$ cat src/rtl/intc_pkg.sv
package intc_pkg;

  // configuration planes, in address order
  localparam int PLANES   = 7;
  localparam int P_SENS0  = 0;
  localparam int P_SENS1  = 1;
  localparam int P_SENS2  = 2;
  localparam int P_ORIGIN = 3;
  localparam int P_ROUTE  = 4;
  localparam int P_WAKE   = 5;
  localparam int P_MASK   = 6;

  // single-word addresses
  localparam int ADDR_RISE  = 28;
  localparam int ADDR_FALL  = 29;
  localparam int ADDR_DIAG  = 30;
  localparam int ADDR_PEND0 = 32;
  localparam int ADDR_PEND1 = 33;

  function automatic int plane_set_addr(input int p);
    return p * 4;
  endfunction

  function automatic int plane_clr_addr(input int p);
    return p * 4 + 1;
  endfunction

  function automatic int plane_rd_addr(input int p);
    return p * 4 + 2;
  endfunction

  // sensitivity code is {sens2, sens1, sens0}
  function automatic logic takes_rise(input logic [2:0] code);
    return (code == 3'b001) || (code == 3'b011);
  endfunction

  function automatic logic takes_fall(input logic [2:0] code);
    return (code == 3'b010) || (code == 3'b011);
  endfunction

  function automatic logic level_high(input logic [2:0] code);
    return code == 3'b101;
  endfunction

  function automatic logic level_low(input logic [2:0] code);
    return code == 3'b110;
  endfunction

endpackage

$ cat src/rtl/intc_regfile.sv
module intc_regfile
  import intc_pkg::*;
#(
  parameter int NSRC   = 32,
  parameter int ADDR_W = 6
) (
  input  logic              clk,
  input  logic              rst_n,
  input  logic              bus_wr,
  input  logic [ADDR_W-1:0] bus_addr,
  input  logic [NSRC-1:0]   bus_wdata,
  input  logic [NSRC-1:0]   rise_lat_i,
  input  logic [NSRC-1:0]   fall_lat_i,
  input  logic [NSRC-1:0]   pend0_i,
  input  logic [NSRC-1:0]   pend1_i,
  output logic [NSRC-1:0]   sens0_o,
  output logic [NSRC-1:0]   sens1_o,
  output logic [NSRC-1:0]   sens2_o,
  output logic [NSRC-1:0]   route_o,
  output logic [NSRC-1:0]   wake_en_o,
  output logic [NSRC-1:0]   mask_o,
  output logic [NSRC-1:0]   rise_clr_o,
  output logic [NSRC-1:0]   fall_clr_o,
  output logic [NSRC-1:0]   bus_rdata_o
);

  logic [PLANES-1:0][NSRC-1:0] plane_v;
  logic [NSRC-1:0]             diag_q;

  for (genvar p = 0; p < PLANES; p++) begin : g_plane
    logic            hit_set;
    logic            hit_clr;
    logic [NSRC-1:0] q;

    assign hit_set = bus_wr && (bus_addr == ADDR_W'(plane_set_addr(p)));
    assign hit_clr = bus_wr && (bus_addr == ADDR_W'(plane_clr_addr(p)));

    always_ff @(posedge clk or negedge rst_n) begin
      if (!rst_n)       q <= '0;
      else if (hit_set) q <= q | bus_wdata;
      else if (hit_clr) q <= q & ~bus_wdata;
    end

    assign plane_v[p] = q;
  end

  always_ff @(posedge clk or negedge rst_n) begin
    if (!rst_n) diag_q <= '0;
    else if (bus_wr && (bus_addr == ADDR_W'(ADDR_DIAG))) diag_q <= bus_wdata;
  end

  // write-one-to-clear pulses toward the edge latches
  assign rise_clr_o = (bus_wr && (bus_addr == ADDR_W'(ADDR_RISE))) ? bus_wdata : '0;
  assign fall_clr_o = (bus_wr && (bus_addr == ADDR_W'(ADDR_FALL))) ? bus_wdata : '0;

  assign sens0_o   = plane_v[P_SENS0];
  assign sens1_o   = plane_v[P_SENS1];
  assign sens2_o   = plane_v[P_SENS2];
  assign route_o   = plane_v[P_ROUTE];
  assign wake_en_o = plane_v[P_WAKE];
  assign mask_o    = plane_v[P_MASK];

  always_comb begin
    bus_rdata_o = '0;
    for (int p = 0; p < PLANES; p++) begin
      if (bus_addr == ADDR_W'(plane_rd_addr(p))) bus_rdata_o = plane_v[p];
    end
    if (bus_addr == ADDR_W'(ADDR_RISE))  bus_rdata_o = rise_lat_i;
    if (bus_addr == ADDR_W'(ADDR_FALL))  bus_rdata_o = fall_lat_i;
    if (bus_addr == ADDR_W'(ADDR_DIAG))  bus_rdata_o = diag_q;
    if (bus_addr == ADDR_W'(ADDR_PEND0)) bus_rdata_o = pend0_i;
    if (bus_addr == ADDR_W'(ADDR_PEND1)) bus_rdata_o = pend1_i;
  end

endmodule

$ cat src/rtl/intc_edge_bank.sv
module intc_edge_bank
  import intc_pkg::*;
#(
  parameter int NSRC = 32
) (
  input  logic            clk,
  input  logic            rst_n,
  input  logic [NSRC-1:0] src_i,
  input  logic [NSRC-1:0] sens0_i,
  input  logic [NSRC-1:0] sens1_i,
  input  logic [NSRC-1:0] sens2_i,
  input  logic [NSRC-1:0] rise_clr_i,
  input  logic [NSRC-1:0] fall_clr_i,
  output logic [NSRC-1:0] sync_o,
  output logic [NSRC-1:0] rise_arm_o,
  output logic [NSRC-1:0] fall_arm_o,
  output logic [NSRC-1:0] rise_lat_o,
  output logic [NSRC-1:0] fall_lat_o
);

  logic [NSRC-1:0] meta_q, sync_q, prev_q;
  logic [NSRC-1:0] rise_q, fall_q;
  logic [NSRC-1:0] rise_evt, fall_evt;

  for (genvar i = 0; i < NSRC; i++) begin : g_arm
    logic [2:0] code;
    assign code          = {sens2_i[i], sens1_i[i], sens0_i[i]};
    assign rise_arm_o[i] = takes_rise(code);
    assign fall_arm_o[i] = takes_fall(code);
  end

  assign rise_evt = sync_q & ~prev_q;
  assign fall_evt = ~sync_q & prev_q;

  always_ff @(posedge clk or negedge rst_n) begin
    if (!rst_n) begin
      meta_q <= '0;
      sync_q <= '0;
      prev_q <= '0;
      rise_q <= '0;
      fall_q <= '0;
    end else begin
      meta_q <= src_i;
      sync_q <= meta_q;
      prev_q <= sync_q;
      // a fresh event beats a clear in the same cycle
      rise_q <= (rise_q & ~rise_clr_i) | (rise_evt & rise_arm_o);
      fall_q <= (fall_q & ~fall_clr_i) | (fall_evt & fall_arm_o);
    end
  end

  assign sync_o     = sync_q;
  assign rise_lat_o = rise_q;
  assign fall_lat_o = fall_q;

endmodule

$ cat src/rtl/intc_route_stage.sv
module intc_route_stage
  import intc_pkg::*;
#(
  parameter int NSRC = 32
) (
  input  logic            clk,
  input  logic            rst_n,
  input  logic [NSRC-1:0] sync_i,
  input  logic [NSRC-1:0] rise_lat_i,
  input  logic [NSRC-1:0] fall_lat_i,
  input  logic [NSRC-1:0] sens0_i,
  input  logic [NSRC-1:0] sens1_i,
  input  logic [NSRC-1:0] sens2_i,
  input  logic [NSRC-1:0] mask_i,
  input  logic [NSRC-1:0] route_i,
  input  logic [NSRC-1:0] wake_en_i,
  output logic [NSRC-1:0] active_o,
  output logic [NSRC-1:0] pend0_o,
  output logic [NSRC-1:0] pend1_o,
  output logic            req0_o,
  output logic            req1_o,
  output logic            wake_o
);

  for (genvar i = 0; i < NSRC; i++) begin : g_act
    logic [2:0] code;
    assign code = {sens2_i[i], sens1_i[i], sens0_i[i]};
    assign active_o[i] = (rise_lat_i[i] &  takes_rise(code))
                       | (fall_lat_i[i] &  takes_fall(code))
                       | (sync_i[i]     &  level_high(code))
                       | (~sync_i[i]    &  level_low(code));
  end

  assign pend0_o = active_o & mask_i &  route_i;
  assign pend1_o = active_o & mask_i & ~route_i;

  always_ff @(posedge clk or negedge rst_n) begin
    if (!rst_n) begin
      req0_o <= 1'b0;
      req1_o <= 1'b0;
      wake_o <= 1'b0;
    end else begin
      req0_o <= |pend0_o;
      req1_o <= |pend1_o;
      wake_o <= |(active_o & wake_en_i);
    end
  end

endmodule

$ cat src/rtl/dual_req_intc.sv
module dual_req_intc
  import intc_pkg::*;
#(
  parameter int NSRC   = 32,
  parameter int ADDR_W = 6
) (
  input  logic              clk,
  input  logic              rst_n,
  input  logic [NSRC-1:0]   irq_src,
  input  logic              bus_wr,
  input  logic [ADDR_W-1:0] bus_addr,
  input  logic [NSRC-1:0]   bus_wdata,
  output logic [NSRC-1:0]   bus_rdata,
  output logic              req0_o,
  output logic              req1_o,
  output logic              wake_o
);

  logic [NSRC-1:0] sens0_v, sens1_v, sens2_v;
  logic [NSRC-1:0] route_v, wake_en_v, mask_v;
  logic [NSRC-1:0] rise_clr_v, fall_clr_v;
  logic [NSRC-1:0] sync_v, rise_arm_v, fall_arm_v;
  logic [NSRC-1:0] rise_lat_v, fall_lat_v;
  logic [NSRC-1:0] active_v, pend0_v, pend1_v;

  intc_regfile #(.NSRC(NSRC), .ADDR_W(ADDR_W)) u_regs (
    .clk         (clk),
    .rst_n       (rst_n),
    .bus_wr      (bus_wr),
    .bus_addr    (bus_addr),
    .bus_wdata   (bus_wdata),
    .rise_lat_i  (rise_lat_v),
    .fall_lat_i  (fall_lat_v),
    .pend0_i     (pend0_v),
    .pend1_i     (pend1_v),
    .sens0_o     (sens0_v),
    .sens1_o     (sens1_v),
    .sens2_o     (sens2_v),
    .route_o     (route_v),
    .wake_en_o   (wake_en_v),
    .mask_o      (mask_v),
    .rise_clr_o  (rise_clr_v),
    .fall_clr_o  (fall_clr_v),
    .bus_rdata_o (bus_rdata)
  );

  intc_edge_bank #(.NSRC(NSRC)) u_edges (
    .clk        (clk),
    .rst_n      (rst_n),
    .src_i      (irq_src),
    .sens0_i    (sens0_v),
    .sens1_i    (sens1_v),
    .sens2_i    (sens2_v),
    .rise_clr_i (rise_clr_v),
    .fall_clr_i (fall_clr_v),
    .sync_o     (sync_v),
    .rise_arm_o (rise_arm_v),
    .fall_arm_o (fall_arm_v),
    .rise_lat_o (rise_lat_v),
    .fall_lat_o (fall_lat_v)
  );

  intc_route_stage #(.NSRC(NSRC)) u_route (
    .clk        (clk),
    .rst_n      (rst_n),
    .sync_i     (sync_v),
    .rise_lat_i (rise_lat_v),
    .fall_lat_i (fall_lat_v),
    .sens0_i    (sens0_v),
    .sens1_i    (sens1_v),
    .sens2_i    (sens2_v),
    .mask_i     (mask_v),
    .route_i    (route_v),
    .wake_en_i  (wake_en_v),
    .active_o   (active_v),
    .pend0_o    (pend0_v),
    .pend1_o    (pend1_v),
    .req0_o     (req0_o),
    .req1_o     (req1_o),
    .wake_o     (wake_o)
  );

endmodule

$ cat config.mk
export PLATFORM = sky130hd
export DESIGN_NAME = dual_req_intc
export DESIGN_NICKNAME = d
export VERILOG_FILES = /design/src/rtl/intc_pkg.sv /design/src/rtl/intc_regfile.sv /design/src/rtl/intc_edge_bank.sv /design/src/rtl/intc_route_stage.sv /design/src/rtl/dual_req_intc.sv
export SDC_FILE = /design/constraint.sdc
export NUM_CORES = 1
export LEC_CHECK = 0
export ABC_AREA = 1
export BUFFER_PORTS_ARGS = -buffer_cell sky130_fd_sc_hd__buf_4
export CAP_MARGIN = 10
export CORE_UTILIZATION = 59
export DETAILED_ROUTE_END_ITERATION = 16
export PLACE_DENSITY = 0.79
export SLEW_MARGIN = 20
export SYNTH_ARGS = -nofsm -noshare
export SYNTH_HDL_FRONTEND = slang
export SYNTH_HIERARCHICAL = 1
export SYNTH_SLANG_ARGS = --single-unit
$ cat constraint.sdc
create_clock -name clk -period 1.9 [get_ports clk]
set_clock_uncertainty 0.2 [all_clocks]
set_input_delay 0.19 -clock clk [delete_from_list [all_inputs] [get_ports clk]]
set_output_delay 0.19 -clock clk [all_outputs]
set_load 0.005 [all_outputs]
==> reports/results.ini <==
[sta]
grt_setup_unrepaired = true
clock.fmax_ghz = 0.411
finalMaxSlewViolations = 0
final_hold_vios = 0
hold_slack_ps = 42.2
tns_ps = -13370
setup_slack_ps = -533
layout_worst_path_cycle_share_pct = 128
relSlewSlack_pct = 35.8
final-setup-viol-count = 34
worst_slew_pin_slew_ps = 962
minimum_period_implied_by_the_final_worst_setup_slack_ps = 2430

[grt]
grt_overflow_total = 0
grt.total_usage_pct = 40.0
first_global_vias = 23000
grt_pass1_wl_um = 120000
grt_antenna_before_repair = 2
grt_max_degree = 64

[detailed_routing]
postRouteAntennaNets = 0
routed_via_density = 5.87
vias = 23900
total_wire_length_um = 80600
number_of_remaining_drc_errors = 0
routed_wire_length_per_instance_um = 19.8
drt_first_pass_iters = 8
drt_first_iter_violations = 3041

[critical_path]
path_delay_family = simple AND/OR/NAND/NOR gates
crit_path_top_delay_cell = sky130_fd_sc_hd__dfrtp_1
path_common_cell = sky130_fd_sc_hd__nand2_2
crit_path_cell_trace = o21ai_1 -> nand2_1 -> nand2_1 -> nand2_2 -> nand3_2 -> inv_2 -> or2_4 -> nand2_2 -> nand2_2 -> buf_6
worstSetupEndpointType = output port
worst_setup_path_start_kind = register
cp_slowest_stage_delay_ps = 420
cp_num_buf_inv = 2
critPathArrivalTime_ps = 2040
worst-endpoint-required_ps = 1510
worst_path_maximum_fanout = 5
critPathKind = reg -> out

[synth]
synth-warning-count = 6
synthesized_flop_and_latch_total = 419
yosys.area.top_type = sky130_fd_sc_hd__dfrtp_1
post-synth-top-count-cell = sky130_fd_sc_hd__nand2_1
syn_nets = 3185
synthTopCellsByCount = 765 x sky130_fd_sc_hd__nand2_1, 493 x sky130_fd_sc_hd__inv_1, 419 x sky130_fd_sc_hd__dfrtp_1
synth_async_sr_flop_share_pct = 100
netlist-cell-type-count = 26
synth_ff_type = sky130_fd_sc_hd__dfrtp_1
synth_edf_count = 0
post_synth.cell_area_avg_um2 = 7.25
synth.yosys.seq_area_share_pct = 46.5
syn_area_um2 = 22600
yosys.area.top_type_share_pct = 46.5
synth_area_leaders = sky130_fd_sc_hd__dfrtp_1 46%, sky130_fd_sc_hd__nand2_1 13%, sky130_fd_sc_hd__inv_1 8.2%
syn-instance-count = 3112

[cells_and_area]
area.growth.synth_to_final_pct = 32.0
drive_above_1_share_pct = 26.5
nets = 3606
final_core_util_pct = 79.1
fin_cells = 4079

[clocking]
cts.htree.levels = 2
cts_sinks = 419
worst_skew_pair.late_latency_ps = 590
clk_pin_slew_worst_paths_ps = 60
clock_root_buffer = sky130_fd_sc_hd__clkbuf_16
cts.path.max_buffers = 3
cts-buffers-inserted = 47
cts_tree = yes

[worst_hold_path]
min_path_type = in -> reg

[placement]
routabilityCongestion = 0.944
place_hpwl_um = 47700
place_inst = 3759
buffer_ports.inserted = 107

[floorplan]
floorplan.rows = 71
floorplan_die_height_um = 198
pin_count = 108
core_um2 = 37700
fp.dieW_um = 198
design.die.area_um2 = 39000
initial_core_util_pct = 59.9

[job]
drv.max_cap_violation_count = 0

[power]
power.total_mw = 26.9
leakage_nw = 14.9
power.ir.vdd_worst_mv = 0.715
cellPowerDensity_nw_per_um2 = 903

[run_status]
violations = negative setup slack
status = finished with violations

through the flow:
stage                     setup WS (ps)  area, um^2
final                              -533       29800
after global routing               -610       29800
after CTS                          -456       29000
after detailed placement           -309       25200
after global placement             -275       25200
after floorplan                    28.2       22600
path summary, 6_finish.rpt:
check	from	end	slack [ps]	cells after the start
min in group asynchronous	rst_n	asynchronous set/reset pin	450	3
max	register	bus_rdata[9]	-530	10
max reg2reg	register	u_route/wake_o	-40	12
min reg2reg	u_edges/meta_q[28]	u_edges/sync_o[28]	140	0
max in group asynchronous	rst_n	asynchronous set/reset pin	270	4
min	irq_src[11]	u_edges/meta_q[11]	40	2
power by group:
group          leakage, nW  switching (mW)  internal, mW  total [mW]
sequential            5.04            1.30          10.2        11.5
clock                0.787            3.75          5.65        9.41
combinational         9.03            3.38          2.65        6.03
total                 14.9            8.43          18.5        26.9
cells by family after synthesis:
group / after synthesis / synth area share, %
flops: 419 / 46.5
compound gates: 528 / 12.3
buf+inv: 645 / 10.9
simple gates: 1520 / 30.3
what timing repair did:
item | 4_1_cts | 5_1_grt
endpoints found under the hold margin | 768 | 0
hold buffers | 67 | 0
gates resized for setup | 171 | 190
pin swaps | 134 | 151
buffers inserted | 138 | 50
endpoints found under the setup margin | 35 | 35
metal layers:
metal	GRT usage (%)	up-vias	share of wire (%)
met3	10.3	397	13
met4	21.1	0	5.6
li1	-	10700	-
met2	62.1	1788	45
met5	0	-	0
met1	51.6	11100	37
cell usage in the layout, fill, tap and decap left out, types with 20 or more instances in the layout:
master / instances
sky130_fd_sc_hd__buf_6: 58
sky130_fd_sc_hd__nor2_1: 266
sky130_fd_sc_hd__buf_4: 334
sky130_fd_sc_hd__nor2_2: 82
sky130_fd_sc_hd__inv_2: 58
sky130_fd_sc_hd__nand3_1: 129
sky130_fd_sc_hd__dlygate4sd3_1: 67
sky130_fd_sc_hd__inv_1: 443
sky130_fd_sc_hd__nand2_1: 692
sky130_fd_sc_hd__nand4_1: 76
sky130_fd_sc_hd__clkbuf_16: 49
sky130_fd_sc_hd__o21ai_1: 30
sky130_fd_sc_hd__or2_2: 23
sky130_fd_sc_hd__o21ai_0: 247
sky130_fd_sc_hd__a21oi_1: 135
sky130_fd_sc_hd__buf_12: 42
sky130_fd_sc_hd__nand2_4: 20
sky130_fd_sc_hd__nand2_2: 97
sky130_fd_sc_hd__nand3_2: 75
sky130_fd_sc_hd__dfrtp_1: 383
sky130_fd_sc_hd__a31oi_1: 108
sky130_fd_sc_hd__dfrtp_2: 36
layout make-up:
| type | count | area [um^2] |
|---|---|---|
| Antenna cell | 1 | 2.50 |
| Clock buffer | 75 | 1500 |
| Clock inverter | 8 | 95.1 |
| Fill cell | 2492 | 7890 |
| Inverter | 515 | 1930 |
| Multi-Input combinational cell | 2048 | 10400 |
| Sequential cell | 419 | 10500 |
| Tap cell | 511 | 639 |
| Timing Repair Buffer | 502 | 4690 |
(Power assumes the default switching activity.)
